**config.mk**
```make
export PLATFORM = sky130hd
export DESIGN_NAME = hexbus_bridge
export DESIGN_NICKNAME = d
export VERILOG_FILES = /design/src/rtl/hb_pkg.sv /design/src/rtl/hb_line_parser.sv /design/src/rtl/hb_bus_engine.sv /design/src/rtl/hb_reply_gen.sv /design/src/rtl/hexbus_bridge.sv
export SDC_FILE = /design/constraint.sdc
export NUM_CORES = 1
export LEC_CHECK = 0
export BUFFER_PORTS_ARGS = -buffer_cell sky130_fd_sc_hd__buf_4
export CAP_MARGIN = 10
export CORE_MARGIN = 2
export CORE_UTILIZATION = 60
export DETAILED_ROUTE_END_ITERATION = 7
export PLACE_DENSITY = 0.82
export SYNTH_ARGS = -nofsm -noshare
export SYNTH_HDL_FRONTEND = slang
export SYNTH_SLANG_ARGS = --single-unit
export TNS_END_PERCENT = 20
```
**constraint.sdc**
```tcl
create_clock -name clk -period 4.5 [get_ports clk]
set_input_delay 0.225 -clock clk [delete_from_list [all_inputs] [get_ports clk]]
set_output_delay 0.225 -clock clk [all_outputs]
set_load 0.02 [all_outputs]
```
**src/rtl/hb_pkg.sv**
```systemverilog
// Shared command and reply codes for the hex command bridge.
package hb_pkg;
    typedef enum logic [1:0] {
        CMD_READ  = 2'd0,
        CMD_WRITE = 2'd1,
        CMD_BAD   = 2'd2
    } hb_cmd_e;

    typedef enum logic [1:0] {
        REP_DATA = 2'd0,
        REP_OK   = 2'd1,
        REP_TMO  = 2'd2,
        REP_ERR  = 2'd3
    } hb_rep_e;
endpackage

```
**src/rtl/hb_line_parser.sv**
```systemverilog
// Line parser: builds address and data fields from hex tokens and,
// on newline, emits a one-cycle command of kind read, write or bad.
// Assumes the caller gates byte_valid while a command is in flight,
// so the field outputs stay stable until the command is finished.
module hb_line_parser
    import hb_pkg::*;
#(
    parameter int ADDR_BYTES = 4,
    parameter int DATA_BYTES = 4
) (
    input  logic                    clk,
    input  logic                    rst_n,
    input  logic                    byte_valid,
    input  logic [7:0]              byte_in,
    output logic                    cmd_valid,
    output hb_cmd_e                 cmd_kind,
    output logic [ADDR_BYTES*8-1:0] cmd_addr,
    output logic [DATA_BYTES*8-1:0] cmd_data
);
    localparam int AW = ADDR_BYTES * 8;
    localparam int DW = DATA_BYTES * 8;

    logic       is_hex, is_sep, is_eol;
    logic [3:0] nib;
    logic [1:0] tok_cnt;
    logic       in_tok;
    logic       bad;
    logic [1:0] tok_idx;

    // Classify the incoming character and produce its nibble value.
    always_comb begin
        is_hex = 1'b0;
        nib    = 4'd0;
        if (byte_in >= "0" && byte_in <= "9") begin
            is_hex = 1'b1;
            nib    = 4'(byte_in - "0");
        end else if (byte_in >= "a" && byte_in <= "f") begin
            is_hex = 1'b1;
            nib    = 4'(byte_in - "a" + 8'd10);
        end else if (byte_in >= "A" && byte_in <= "F") begin
            is_hex = 1'b1;
            nib    = 4'(byte_in - "A" + 8'd10);
        end
        is_sep  = (byte_in == 8'h20) || (byte_in == 8'h0D);
        is_eol  = (byte_in == 8'h0A);
        tok_idx = in_tok ? tok_cnt : ((tok_cnt == 2'd3) ? 2'd3 : tok_cnt + 2'd1);
    end

    // Token accumulation and end-of-line command decision.
    always_ff @(posedge clk) begin
        if (!rst_n) begin
            cmd_valid <= 1'b0;
            cmd_kind  <= CMD_BAD;
            cmd_addr  <= '0;
            cmd_data  <= '0;
            tok_cnt   <= 2'd0;
            in_tok    <= 1'b0;
            bad       <= 1'b0;
        end else begin
            cmd_valid <= 1'b0;
            if (byte_valid) begin
                if (is_eol) begin
                    cmd_valid <= 1'b1;
                    if (bad || tok_cnt == 2'd0 || tok_cnt == 2'd3)
                        cmd_kind <= CMD_BAD;
                    else if (tok_cnt == 2'd1)
                        cmd_kind <= CMD_READ;
                    else
                        cmd_kind <= CMD_WRITE;
                    tok_cnt <= 2'd0;
                    in_tok  <= 1'b0;
                    bad     <= 1'b0;
                end else if (is_sep) begin
                    in_tok <= 1'b0;
                end else if (is_hex) begin
                    in_tok  <= 1'b1;
                    tok_cnt <= tok_idx;
                    if (tok_idx == 2'd1)
                        cmd_addr <= in_tok ? {cmd_addr[AW-5:0], nib} : {{(AW-4){1'b0}}, nib};
                    else if (tok_idx == 2'd2)
                        cmd_data <= in_tok ? {cmd_data[DW-5:0], nib} : {{(DW-4){1'b0}}, nib};
                    else
                        bad <= 1'b1;
                end else begin
                    bad <= 1'b1;
                end
            end
        end
    end
endmodule

```
**src/rtl/hb_bus_engine.sv**
```systemverilog
// Bus engine: holds one read or write request until ready or until its
// direction's wait window runs out, then reports the outcome once.
// Assumes start only arrives while idle.
module hb_bus_engine
    import hb_pkg::*;
#(
    parameter int ADDR_BYTES    = 4,
    parameter int DATA_BYTES    = 4,
    parameter int WR_WAIT       = 500,
    parameter int RD_WAIT       = 500,
    parameter bit RD_SAME_CYCLE = 1'b0
) (
    input  logic                    clk,
    input  logic                    rst_n,
    input  logic                    start,
    input  hb_cmd_e                 start_kind,
    input  logic [ADDR_BYTES*8-1:0] start_addr,
    input  logic [DATA_BYTES*8-1:0] start_data,
    output logic                    rd_req,
    input  logic                    rd_ack,
    output logic [ADDR_BYTES*8-1:0] rd_addr,
    input  logic [DATA_BYTES*8-1:0] rd_data,
    output logic                    wr_req,
    input  logic                    wr_ack,
    output logic [ADDR_BYTES*8-1:0] wr_addr,
    output logic [DATA_BYTES*8-1:0] wr_data,
    output logic                    done,
    output hb_rep_e                 done_res,
    output logic [DATA_BYTES*8-1:0] done_data
);
    localparam int MAXW = (RD_WAIT > WR_WAIT) ? RD_WAIT : WR_WAIT;
    localparam int TW   = $clog2(MAXW + 1);

    typedef enum logic [1:0] {ST_IDLE, ST_RD, ST_RCAP, ST_WR} eng_st_e;
    eng_st_e       st;
    logic [TW-1:0] timer;

    // Request sequencing, wait-window count and result capture.
    always_ff @(posedge clk) begin
        if (!rst_n) begin
            st        <= ST_IDLE;
            timer     <= '0;
            rd_req    <= 1'b0;
            wr_req    <= 1'b0;
            rd_addr   <= '0;
            wr_addr   <= '0;
            wr_data   <= '0;
            done      <= 1'b0;
            done_res  <= REP_OK;
            done_data <= '0;
        end else begin
            done <= 1'b0;
            case (st)
                ST_IDLE: begin
                    timer <= '0;
                    if (start && start_kind == CMD_READ) begin
                        st      <= ST_RD;
                        rd_req  <= 1'b1;
                        rd_addr <= start_addr;
                    end else if (start && start_kind == CMD_WRITE) begin
                        st      <= ST_WR;
                        wr_req  <= 1'b1;
                        wr_addr <= start_addr;
                        wr_data <= start_data;
                    end
                end
                ST_RD: begin
                    if (rd_ack) begin
                        rd_req <= 1'b0;
                        if (RD_SAME_CYCLE) begin
                            st        <= ST_IDLE;
                            done      <= 1'b1;
                            done_res  <= REP_DATA;
                            done_data <= rd_data;
                        end else begin
                            st <= ST_RCAP;
                        end
                    end else if (timer == TW'(RD_WAIT - 1)) begin
                        rd_req   <= 1'b0;
                        st       <= ST_IDLE;
                        done     <= 1'b1;
                        done_res <= REP_TMO;
                    end else begin
                        timer <= timer + 1'b1;
                    end
                end
                ST_RCAP: begin
                    st        <= ST_IDLE;
                    done      <= 1'b1;
                    done_res  <= REP_DATA;
                    done_data <= rd_data;
                end
                ST_WR: begin
                    if (wr_ack) begin
                        wr_req   <= 1'b0;
                        st       <= ST_IDLE;
                        done     <= 1'b1;
                        done_res <= REP_OK;
                    end else if (timer == TW'(WR_WAIT - 1)) begin
                        wr_req   <= 1'b0;
                        st       <= ST_IDLE;
                        done     <= 1'b1;
                        done_res <= REP_TMO;
                    end else begin
                        timer <= timer + 1'b1;
                    end
                end
                default: st <= ST_IDLE;
            endcase
        end
    end

    // Checker counters: length of the current request-high run.
    logic [TW:0] rd_run, wr_run;
    always_ff @(posedge clk) begin
        if (!rst_n) begin
            rd_run <= '0;
            wr_run <= '0;
        end else begin
            rd_run <= rd_req ? rd_run + 1'b1 : '0;
            wr_run <= wr_req ? wr_run + 1'b1 : '0;
        end
    end

    p_one_dir_r5: assert property (@(posedge clk) disable iff (!rst_n)
        !(rd_req && wr_req));
    p_rd_drop_r5: assert property (@(posedge clk) disable iff (!rst_n)
        (rd_req && rd_ack) |=> !rd_req);
    p_wr_drop_r5: assert property (@(posedge clk) disable iff (!rst_n)
        (wr_req && wr_ack) |=> !wr_req);
    p_rd_hold_r5: assert property (@(posedge clk) disable iff (!rst_n)
        (rd_req && !rd_ack) |=> $stable(rd_addr));
    p_wr_hold_r5: assert property (@(posedge clk) disable iff (!rst_n)
        (wr_req && !wr_ack) |=> ($stable(wr_addr) && $stable(wr_data)));
    p_rd_window_r6: assert property (@(posedge clk) disable iff (!rst_n)
        rd_req |-> (rd_run < (TW+1)'(RD_WAIT)));
    p_wr_window_r6: assert property (@(posedge clk) disable iff (!rst_n)
        wr_req |-> (wr_run < (TW+1)'(WR_WAIT)));
endmodule

```
**src/rtl/hb_reply_gen.sv**
```systemverilog
// Reply generator: streams one ASCII reply ("ok", "timeout", "error"
// or a hex data word, each ending in newline) over a valid/ready port.
// Assumes start only arrives while no reply is being sent.
module hb_reply_gen
    import hb_pkg::*;
#(
    parameter int DATA_BYTES = 4
) (
    input  logic                    clk,
    input  logic                    rst_n,
    input  logic                    start,
    input  hb_rep_e                 code,
    input  logic [DATA_BYTES*8-1:0] value,
    output logic                    tx_valid,
    output logic [7:0]              tx_byte,
    input  logic                    tx_ready,
    output logic                    done
);
    localparam int DW     = DATA_BYTES * 8;
    localparam int NDIG   = 2 * DATA_BYTES;
    localparam int MAXLEN = (NDIG + 1 > 8) ? NDIG + 1 : 8;
    localparam int IW     = $clog2(MAXLEN + 1);

    logic [IW-1:0] idx;
    hb_rep_e       code_q;
    logic [DW-1:0] val_q;
    logic          active;

    function automatic logic [IW-1:0] rep_len(hb_rep_e c);
        case (c)
            REP_DATA: rep_len = IW'(NDIG + 1);
            REP_OK:   rep_len = IW'(3);
            REP_TMO:  rep_len = IW'(8);
            default:  rep_len = IW'(6);
        endcase
    endfunction

    function automatic logic [7:0] rep_char(hb_rep_e c, logic [IW-1:0] i, logic [DW-1:0] v);
        logic [DW-1:0] sh;
        logic [3:0]    n;
        int            ii;
        ii = int'(i);
        sh = '0;
        n  = 4'd0;
        rep_char = 8'h0A;
        case (c)
            REP_DATA: if (ii < NDIG) begin
                sh = v >> ((NDIG - 1 - ii) * 4);
                n  = sh[3:0];
                rep_char = (n < 4'd10) ? (8'h30 + {4'd0, n}) : (8'h37 + {4'd0, n});
            end
            REP_OK: case (ii)
                0: rep_char = "o";
                1: rep_char = "k";
                default: rep_char = 8'h0A;
            endcase
            REP_TMO: case (ii)
                0: rep_char = "t";
                1: rep_char = "i";
                2: rep_char = "m";
                3: rep_char = "e";
                4: rep_char = "o";
                5: rep_char = "u";
                6: rep_char = "t";
                default: rep_char = 8'h0A;
            endcase
            default: case (ii)
                0: rep_char = "e";
                1: rep_char = "r";
                2: rep_char = "r";
                3: rep_char = "o";
                4: rep_char = "r";
                default: rep_char = 8'h0A;
            endcase
        endcase
    endfunction

    // Output byte comes straight from the latched reply and position.
    always_comb begin
        tx_valid = active;
        tx_byte  = rep_char(code_q, idx, val_q);
    end

    // Position advance on each accepted byte; done after the last.
    always_ff @(posedge clk) begin
        if (!rst_n) begin
            active <= 1'b0;
            idx    <= '0;
            code_q <= REP_OK;
            val_q  <= '0;
            done   <= 1'b0;
        end else begin
            done <= 1'b0;
            if (start) begin
                active <= 1'b1;
                idx    <= '0;
                code_q <= code;
                val_q  <= value;
            end else if (active && tx_ready) begin
                if (idx == rep_len(code_q) - 1'b1) begin
                    active <= 1'b0;
                    done   <= 1'b1;
                end else begin
                    idx <= idx + 1'b1;
                end
            end
        end
    end

    p_hold_r9: assert property (@(posedge clk) disable iff (!rst_n)
        (tx_valid && !tx_ready) |=> (tx_valid && $stable(tx_byte)));
endmodule

```
**src/rtl/hexbus_bridge.sv**
```systemverilog
// Hex command bridge top: parser -> bus engine -> reply generator.
// A command is in flight from the cycle its newline is decoded until
// its last reply byte is taken; incoming bytes are dropped meanwhile.
module hexbus_bridge
    import hb_pkg::*;
#(
    parameter int ADDR_BYTES    = 4,
    parameter int DATA_BYTES    = 4,
    parameter int WR_WAIT       = 500,
    parameter int RD_WAIT       = 500,
    parameter bit RD_SAME_CYCLE = 1'b0
) (
    input  logic                    clk,
    input  logic                    rst_n,
    input  logic                    rx_valid,
    input  logic [7:0]              rx_byte,
    output logic                    tx_valid,
    output logic [7:0]              tx_byte,
    input  logic                    tx_ready,
    output logic                    rd_req,
    input  logic                    rd_ack,
    output logic [ADDR_BYTES*8-1:0] rd_addr,
    input  logic [DATA_BYTES*8-1:0] rd_data,
    output logic                    wr_req,
    input  logic                    wr_ack,
    output logic [ADDR_BYTES*8-1:0] wr_addr,
    output logic [DATA_BYTES*8-1:0] wr_data
);
    logic                    busy;
    logic                    cmd_valid;
    hb_cmd_e                 cmd_kind;
    logic [ADDR_BYTES*8-1:0] cmd_addr;
    logic [DATA_BYTES*8-1:0] cmd_data;
    logic                    eng_done;
    hb_rep_e                 eng_res;
    logic [DATA_BYTES*8-1:0] eng_data;
    logic                    rep_start, rep_done;
    hb_rep_e                 rep_code;
    logic                    take_byte, eng_start;

    // Route commands: bad lines go straight to the reply path.
    always_comb begin
        take_byte = rx_valid && !busy && !cmd_valid;
        eng_start = cmd_valid && (cmd_kind != CMD_BAD);
        rep_start = (cmd_valid && cmd_kind == CMD_BAD) || eng_done;
        rep_code  = eng_done ? eng_res : REP_ERR;
    end

    // Busy flag spans one command from decode to final reply byte.
    always_ff @(posedge clk) begin
        if (!rst_n)
            busy <= 1'b0;
        else if (cmd_valid)
            busy <= 1'b1;
        else if (rep_done)
            busy <= 1'b0;
    end

    hb_line_parser #(.ADDR_BYTES(ADDR_BYTES), .DATA_BYTES(DATA_BYTES)) u_parse (
        .clk(clk), .rst_n(rst_n), .byte_valid(take_byte), .byte_in(rx_byte),
        .cmd_valid(cmd_valid), .cmd_kind(cmd_kind), .cmd_addr(cmd_addr), .cmd_data(cmd_data)
    );

    hb_bus_engine #(
        .ADDR_BYTES(ADDR_BYTES), .DATA_BYTES(DATA_BYTES),
        .WR_WAIT(WR_WAIT), .RD_WAIT(RD_WAIT), .RD_SAME_CYCLE(RD_SAME_CYCLE)
    ) u_eng (
        .clk(clk), .rst_n(rst_n), .start(eng_start), .start_kind(cmd_kind),
        .start_addr(cmd_addr), .start_data(cmd_data),
        .rd_req(rd_req), .rd_ack(rd_ack), .rd_addr(rd_addr), .rd_data(rd_data),
        .wr_req(wr_req), .wr_ack(wr_ack), .wr_addr(wr_addr), .wr_data(wr_data),
        .done(eng_done), .done_res(eng_res), .done_data(eng_data)
    );

    hb_reply_gen #(.DATA_BYTES(DATA_BYTES)) u_rep (
        .clk(clk), .rst_n(rst_n), .start(rep_start), .code(rep_code), .value(eng_data),
        .tx_valid(tx_valid), .tx_byte(tx_byte), .tx_ready(tx_ready), .done(rep_done)
    );

    p_quiet_r10: assert property (@(posedge clk) disable iff (!rst_n)
        cmd_valid |-> !busy);
    p_bad_no_bus_r4: assert property (@(posedge clk) disable iff (!rst_n)
        (cmd_valid && cmd_kind == CMD_BAD) |=> (!rd_req && !wr_req));
    p_idle_tx_r11: assert property (@(posedge clk) disable iff (!rst_n)
        !busy |-> !tx_valid);
endmodule

```
==> After elaboration in Yosys (flattened, before gate mapping) <==
Index checks and enable logic that the tools add are counted.
{ "totals": {"reg_bits": 256, "latchBits": 0, "ramBits": 0, "mem_bits_ro": 0, "in_bits": 46, "out_inout_bits": 107, "word_cells": 201, "mem_count": 0} }
{ "op_classes": {"addsub": 12, "n_mul": 0, "div": 0, "order_cmp": 8, "n_eq_ne": 34, "shift": 1, "mux": 67, "bitwise_logic": 7, "reduce_logical": 49} }
{ "ops": {"columns": ["cell", "n"], "rows": [
  ["32-bit 2-to-1 mux", 2],
  ["7-bit one-hot mux with 6 select lines", 1],
  ["32-bit by 32-bit >> shifter with 4-bit output", 1],
  ["2-bit 2-to-1 mux", 15],
  ["1-bit 2-to-1 mux", 28],
  ["9-bit 2-to-1 mux", 3],
  ["9-bit one-hot mux with 3 select lines", 1],
  ["4-bit 2-to-1 mux", 6],
  ["8-bit one-hot mux with 3 select lines", 1],
  ["7-bit one-hot mux with 3 select lines", 1],
  ["8-bit by 4-bit equality test with 1-bit output, second input constant", 2],
  ["8-bit by 7-bit greater-or-equal comparator with 1-bit output, second input constant", 2],
  ["8-bit by 7-bit <= comparator with 1-bit output, second input constant", 2],
  ["8-bit 2-to-1 mux", 2],
  ["4-bit by 1-bit subtractor with 4-bit output, second input constant", 4],
  ["6-bit by 4-bit adder with 7-bit output, first input constant", 2],
  ["7-bit one-hot mux with 2 select lines", 1],
  ["2-bit AND reduction", 7],
  ["2-bit equality test, second input constant", 6],
  ["4-bit by 3-bit equality test with 1-bit output, second input constant", 3],
  ["4-bit one-hot mux with 3 select lines", 1],
  ["3-bit AND reduction", 4],
  ["2-bit nonzero test", 6],
  ["2-bit by 1-bit equality test with 1-bit output, second input constant", 5],
  ["34 further kinds", 72]
]} }

==> Longest topological paths before layout <==
{ "logic_depth": {"depth_word": 10, "mapped_depth": 9, "mapped_depth_nobuf": 7} }

==> Modules after synthesis <==
From an unflattened synthesis, not the netlist that was laid out.
{ "hier_totals": {"hier_cells": 1279, "area_unflattened_um2": 10611.4} }
{ "by_module_without_submodules": {"columns": ["mod", "instances", "cells_per_inst", "area_per_inst_um2", "seq_area_each_um2"], "rows": [
  ["hb_bus_engine", 1, 654, 5162.5, 2882.8],
  ["hb_line_parser", 1, 363, 2980.4, 1421.4],
  ["hb_reply_gen", 1, 253, 2394.8, 800.8],
  ["hexbus_bridge", 1, 9, 73.8, 20.0]
]} }

==> Least setup slack after synthesis <==
OpenSTA, ideal clock, no wires.
{ "synth_path": {"path_type": "register to output", "start": "reg u_rep.idx[1]", "end": "out tx_byte[2]", "arrival_time_ns": 2.585, "required_ns": 4.275, "path_slack_ns": 1.690, "path_stages_with_launch": 9, "path_buffers": 2, "cell_sequence": "dfxtp_1 > buf_4 > buf_2 > mux4_2 > mux2i_1 > or2_2 > ha_1 > nor3b_1 > o311ai_0"} }
{ "synth_between": {"elab_chain_len": 6, "elab_cells_between_ends": 21, "classes_between": "3 x add/sub; 2 x order compare; 6 x eq/ne; 1 x shift; 6 x mux; 3 x reduce/logical"} }
{ "synth_lines": {"columns": ["element", "line", "text"], "rows": [
  ["from (decl)", "hb_reply_gen.sv:24", "logic [IW-1:0] idx;"],
  ["from (signal assigned)", "hb_reply_gen.sv:104", "idx <= idx + 1'b1;"],
  ["3-bit by 4-bit subtractor with 5-bit output", "hb_reply_gen.sv:48", "sh = v >> ((NDIG - 1 - ii) * 4);"],
  ["32-bit by 32-bit >> shifter with 4-bit output", "hb_reply_gen.sv:48", null],
  ["6-bit by 4-bit adder with 7-bit output or 4-bit less-than comparator (tied branches)", "hb_reply_gen.sv:50", "rep_char = (n < 4'd10) ? (8'h30 + {4'd0, n}) : (8'h37 + {4'd0, n});"],
  ["8-bit 2-to-1 mux", "hb_reply_gen.sv:50", null],
  ["8-bit 2-to-1 mux", "hb_reply_gen.sv:47", "REP_DATA: if (ii < NDIG) begin"],
  ["8-bit one-hot mux with 3 select lines (*)", "hb_reply_gen.sv:46", "case (c)"],
  ["to (decl)", "hexbus_bridge.sv:18", "output logic [7:0] tx_byte,"]
]} }
Every way passes the cells marked *; elsewhere a longest branch is shown, timed or not.

==> Worst setup path after layout <==
Same ends and word-level chain as after synthesis.

==> impl_metrics.toml <==
[yosys]
synth_cell_types = 66
ys_top_cells_by_count = "343 x nand2_1, 256 x dfxtp_1, 208 x a21oi_1"
synth_largest_area_cell = "dfxtp_1"
yosys_most_used_dff = "dfxtp_1"
synth_area_per_cell_um2 = 8.12
yosys-top-cells-area = "dfxtp_1 48%, nand2_1 12%, a21oi_1 9.8%"
syn_area_mm2 = 0.0106
synth-seq-cells = 256
synth_top_area_share_pct = 48.3
synth-edff-count = 0
async_flop_share_pct = 0
synth_fp_nets = 1376
syn_inst = 1308
yosysWarningCount = 0
ys_seq_area_share_pct = 48.3
synth.most_common_cell = "nand2_1"

[routing]
wire_per_inst_um = 16.4
drc = 0
dr_total_vias = 9618
drt-initial-drc-count = 725
ant_nets = 0
routed_wl_um = 27600
via_per_inst = 5.71
dr.pass1.iters = 4

[setup_path]
crit_chain = "buf_4 -> mux4_2 -> mux2i_1 -> or2_2 -> ha_1 -> nor3b_1 -> nand4b_1 -> o311ai_0 -> buf_4"
crit_type = "reg2out"
path_max_fanout = 14
cp.required_ps = 4280
crit_top_cell = "buf_4"
r2r_cells = 5
path_depth = 9
crit_family = "multiplexers"
start_kind = "flop"
cp-end-kind = "output port"
crit_path_max_incr_delay_ps = 570
path_buf_inv = 2
cp_slowest_cell = "dfxtp_1"
worstPathArrival_ps = 3250

[finish]
fillers = 1271
antenna_cells = 0
area_growth_pct = 22.5
fin_cells = 1684
fin_nets = 1509
drive_gt1_share_pct = 16.2

[timing]
final.setup.tns_ps = 0
slew_headroom_pct = 23.3
drv_slew = 0
fmax_mhz = 288
worst_slew_pin_slew_ps = 1150
period_share_pct = 77.2
whs_ps = 31.0
layout_min_cycle_time_ps = 3470
setup_viol = 0
rsz0062_at_grt = "false"
postLayoutSetupSlackWorst_ps = 1030
finalHoldViolations = 0
skew_ps = 7.03

[power]
p_leak_nw = 4.84
internal-power_mw = 3.94
p_comb_share_pct = 11.5
pwr-share-seq_pct = 45.8
p_per_area_mw_per_mm2 = 402
switchingPower_mw = 1.28
sw_frac_of_total_pct = 24.5
finalPower_mw = 5.23
power.share.clock_pct = 42.7
worst_ir_drop_vdd_mv = 0.296

[grt]
grt_use_met2_pct = 47.2
track_usage_pct = 28.9
grt.busiest_layer = "met2"
globalRouteOverflowTotal = 0
grt_pass1_vias = 8994
use_met1_pct = 38.9
met3_usage_pct = 5.52
antenna_found_initial = 0
grt_max_degree = 153
grt_pass1_wl_um = 44200

[clocking]
insertion_delay_ps = 520
ctsHtreeMaxLevel = 1
cts_root_buf = "clkbuf_16"
numClockSinks = 256
cts_tree = "built"
clock_path_buffers = 3
clk_pin_slew_ps = 60
cts_made_buffers = 26
post_cts_buffers = 0

[place]
hpwl_um = 17000
placed_cells = 1605
dp_slack_ps = 1600
io_buffers = 151
gp_congestion = 0.896

[die]
dieArea_mm2 = 0.0188
rows = 48
die_h_um = 137
ioPinCount = 153
core_mm2 = 0.0173
start_util_pct = 61.4
die_x_um = 137

[worst_hold_path]
hold_depth = 2
min_path_type = "in2reg"

[run_status]
outcome = "complete, no violations"

[run]
cap_violations = 0
==> worst paths after layout <==
check,slack (ps),start,endpoint
setup / recovery,1030,u_rep.idx[1],tx_byte[2]
hold / removal,30,rst_n,u_rep.code_q[0]
setup reg to reg,1570,u_parse.in_tok,u_parse.cmd_addr[21]
hold reg to reg,450,u_eng.wr_addr[16],u_eng.wr_addr[16]
==> state kept, by name, indices dropped and copies added, names as in the netlist, 2 cells and up <==
signal / cells
u_eng.timer: 9
u_eng.wr_addr: 32
u_eng.st: 2
u_parse.cmd_addr: 32
u_eng.wr_data: 32
u_parse.tok_cnt: 2
u_eng.rd_addr: 32
u_parse.cmd_data: 32
u_rep.code_q: 2
u_rep.idx: 4
u_eng.done_res: 2
u_rep.val_q: 32
u_eng.done_data: 32
u_parse.cmd_kind: 2
==> layout make-up <==
| type | instances | area (µm²) | share of cell area [%] |
|---|---|---|---|
| Clock buffer | 39 | 769 | 5.92 |
| Tap cell | 225 | 282 | 2.16 |
| Inverter | 17 | 68.8 | 0.529 |
| Clock inverter | 7 | 124 | 0.952 |
| Timing Repair Buffer | 196 | 1550 | 11.9 |
| Multi-Input combinational cell | 944 | 5080 | 39.1 |
| Sequential cell | 256 | 5130 | 39.4 |
==> per-layer routing <==
metal	wire length, µm	vias up
li1	-	4701
met1	12000	4520
met2	13100	334
met3	1890	63
met4	624	0
met5	0	-
==> logic make-up after synthesis <==
family / share of synthesized area [%]
and+or+nand+nor: 22.7
AOI/OAI and AO/OA: 16.1
DFF: 48.3
buffers and inverters: 3.99
muxes: 5.47
adders and majority gates: 2.59
xor gates and xnor gates: 0.907
other: 0.0353
==> power groups by stage <==
stage                     clock network [mW]  logic (mW)  registers [mW]
after floorplan                            0       0.424            2.42
after global placement                     0       0.554            2.44
after detailed placement                   0       0.563            2.44
after CTS                               2.25       0.590            2.39
after global routing                    2.34       0.666            2.40
final                                   2.23       0.603            2.39
==> placed cells by master, fill, tap and decap left out, types with 7 or more instances in the layout <==
cell type | synthesis | routed
nor2_1 | 76 | 76
nor2b_1 | 10 | 10
clkbuf_16 | 0 | 26
xnor2_1 | 10 | 10
nand2_1 | 343 | 343
dlygate4sd3_1 | 0 | 33
mux4_2 | 8 | 8
mux2i_1 | 40 | 40
or2_2 | 9 | 9
nand2b_1 | 7 | 7
nor3_1 | 12 | 12
clkbuf_8 | 0 | 7
nand3_1 | 74 | 73
dfxtp_1 | 256 | 255
a21oi_1 | 208 | 208
a21o_1 | 9 | 9
ha_1 | 22 | 21
o21ai_0 | 27 | 27
inv_1 | 15 | 15
buf_4 | 2 | 163
==> per-stage QoR <==
stage	util (%)	instance area [µm²]
2_1_floorplan	-	10600
3_3_place_gp	68.1	11800
3_5_place_dp	68.1	11800
4_1_cts	75.2	13000
5_1_grt	75.2	13000
6_report	75.2	13000
==> what timing repair did <==
| item | 4_1_cts | 5_1_grt |
|---|---|---|
| endpoints found under the hold margin | 33 | 0 |
| resized for setup | 0 | 0 |
| hold buffers | 33 | 0 |
(Power assumes the default switching activity.)
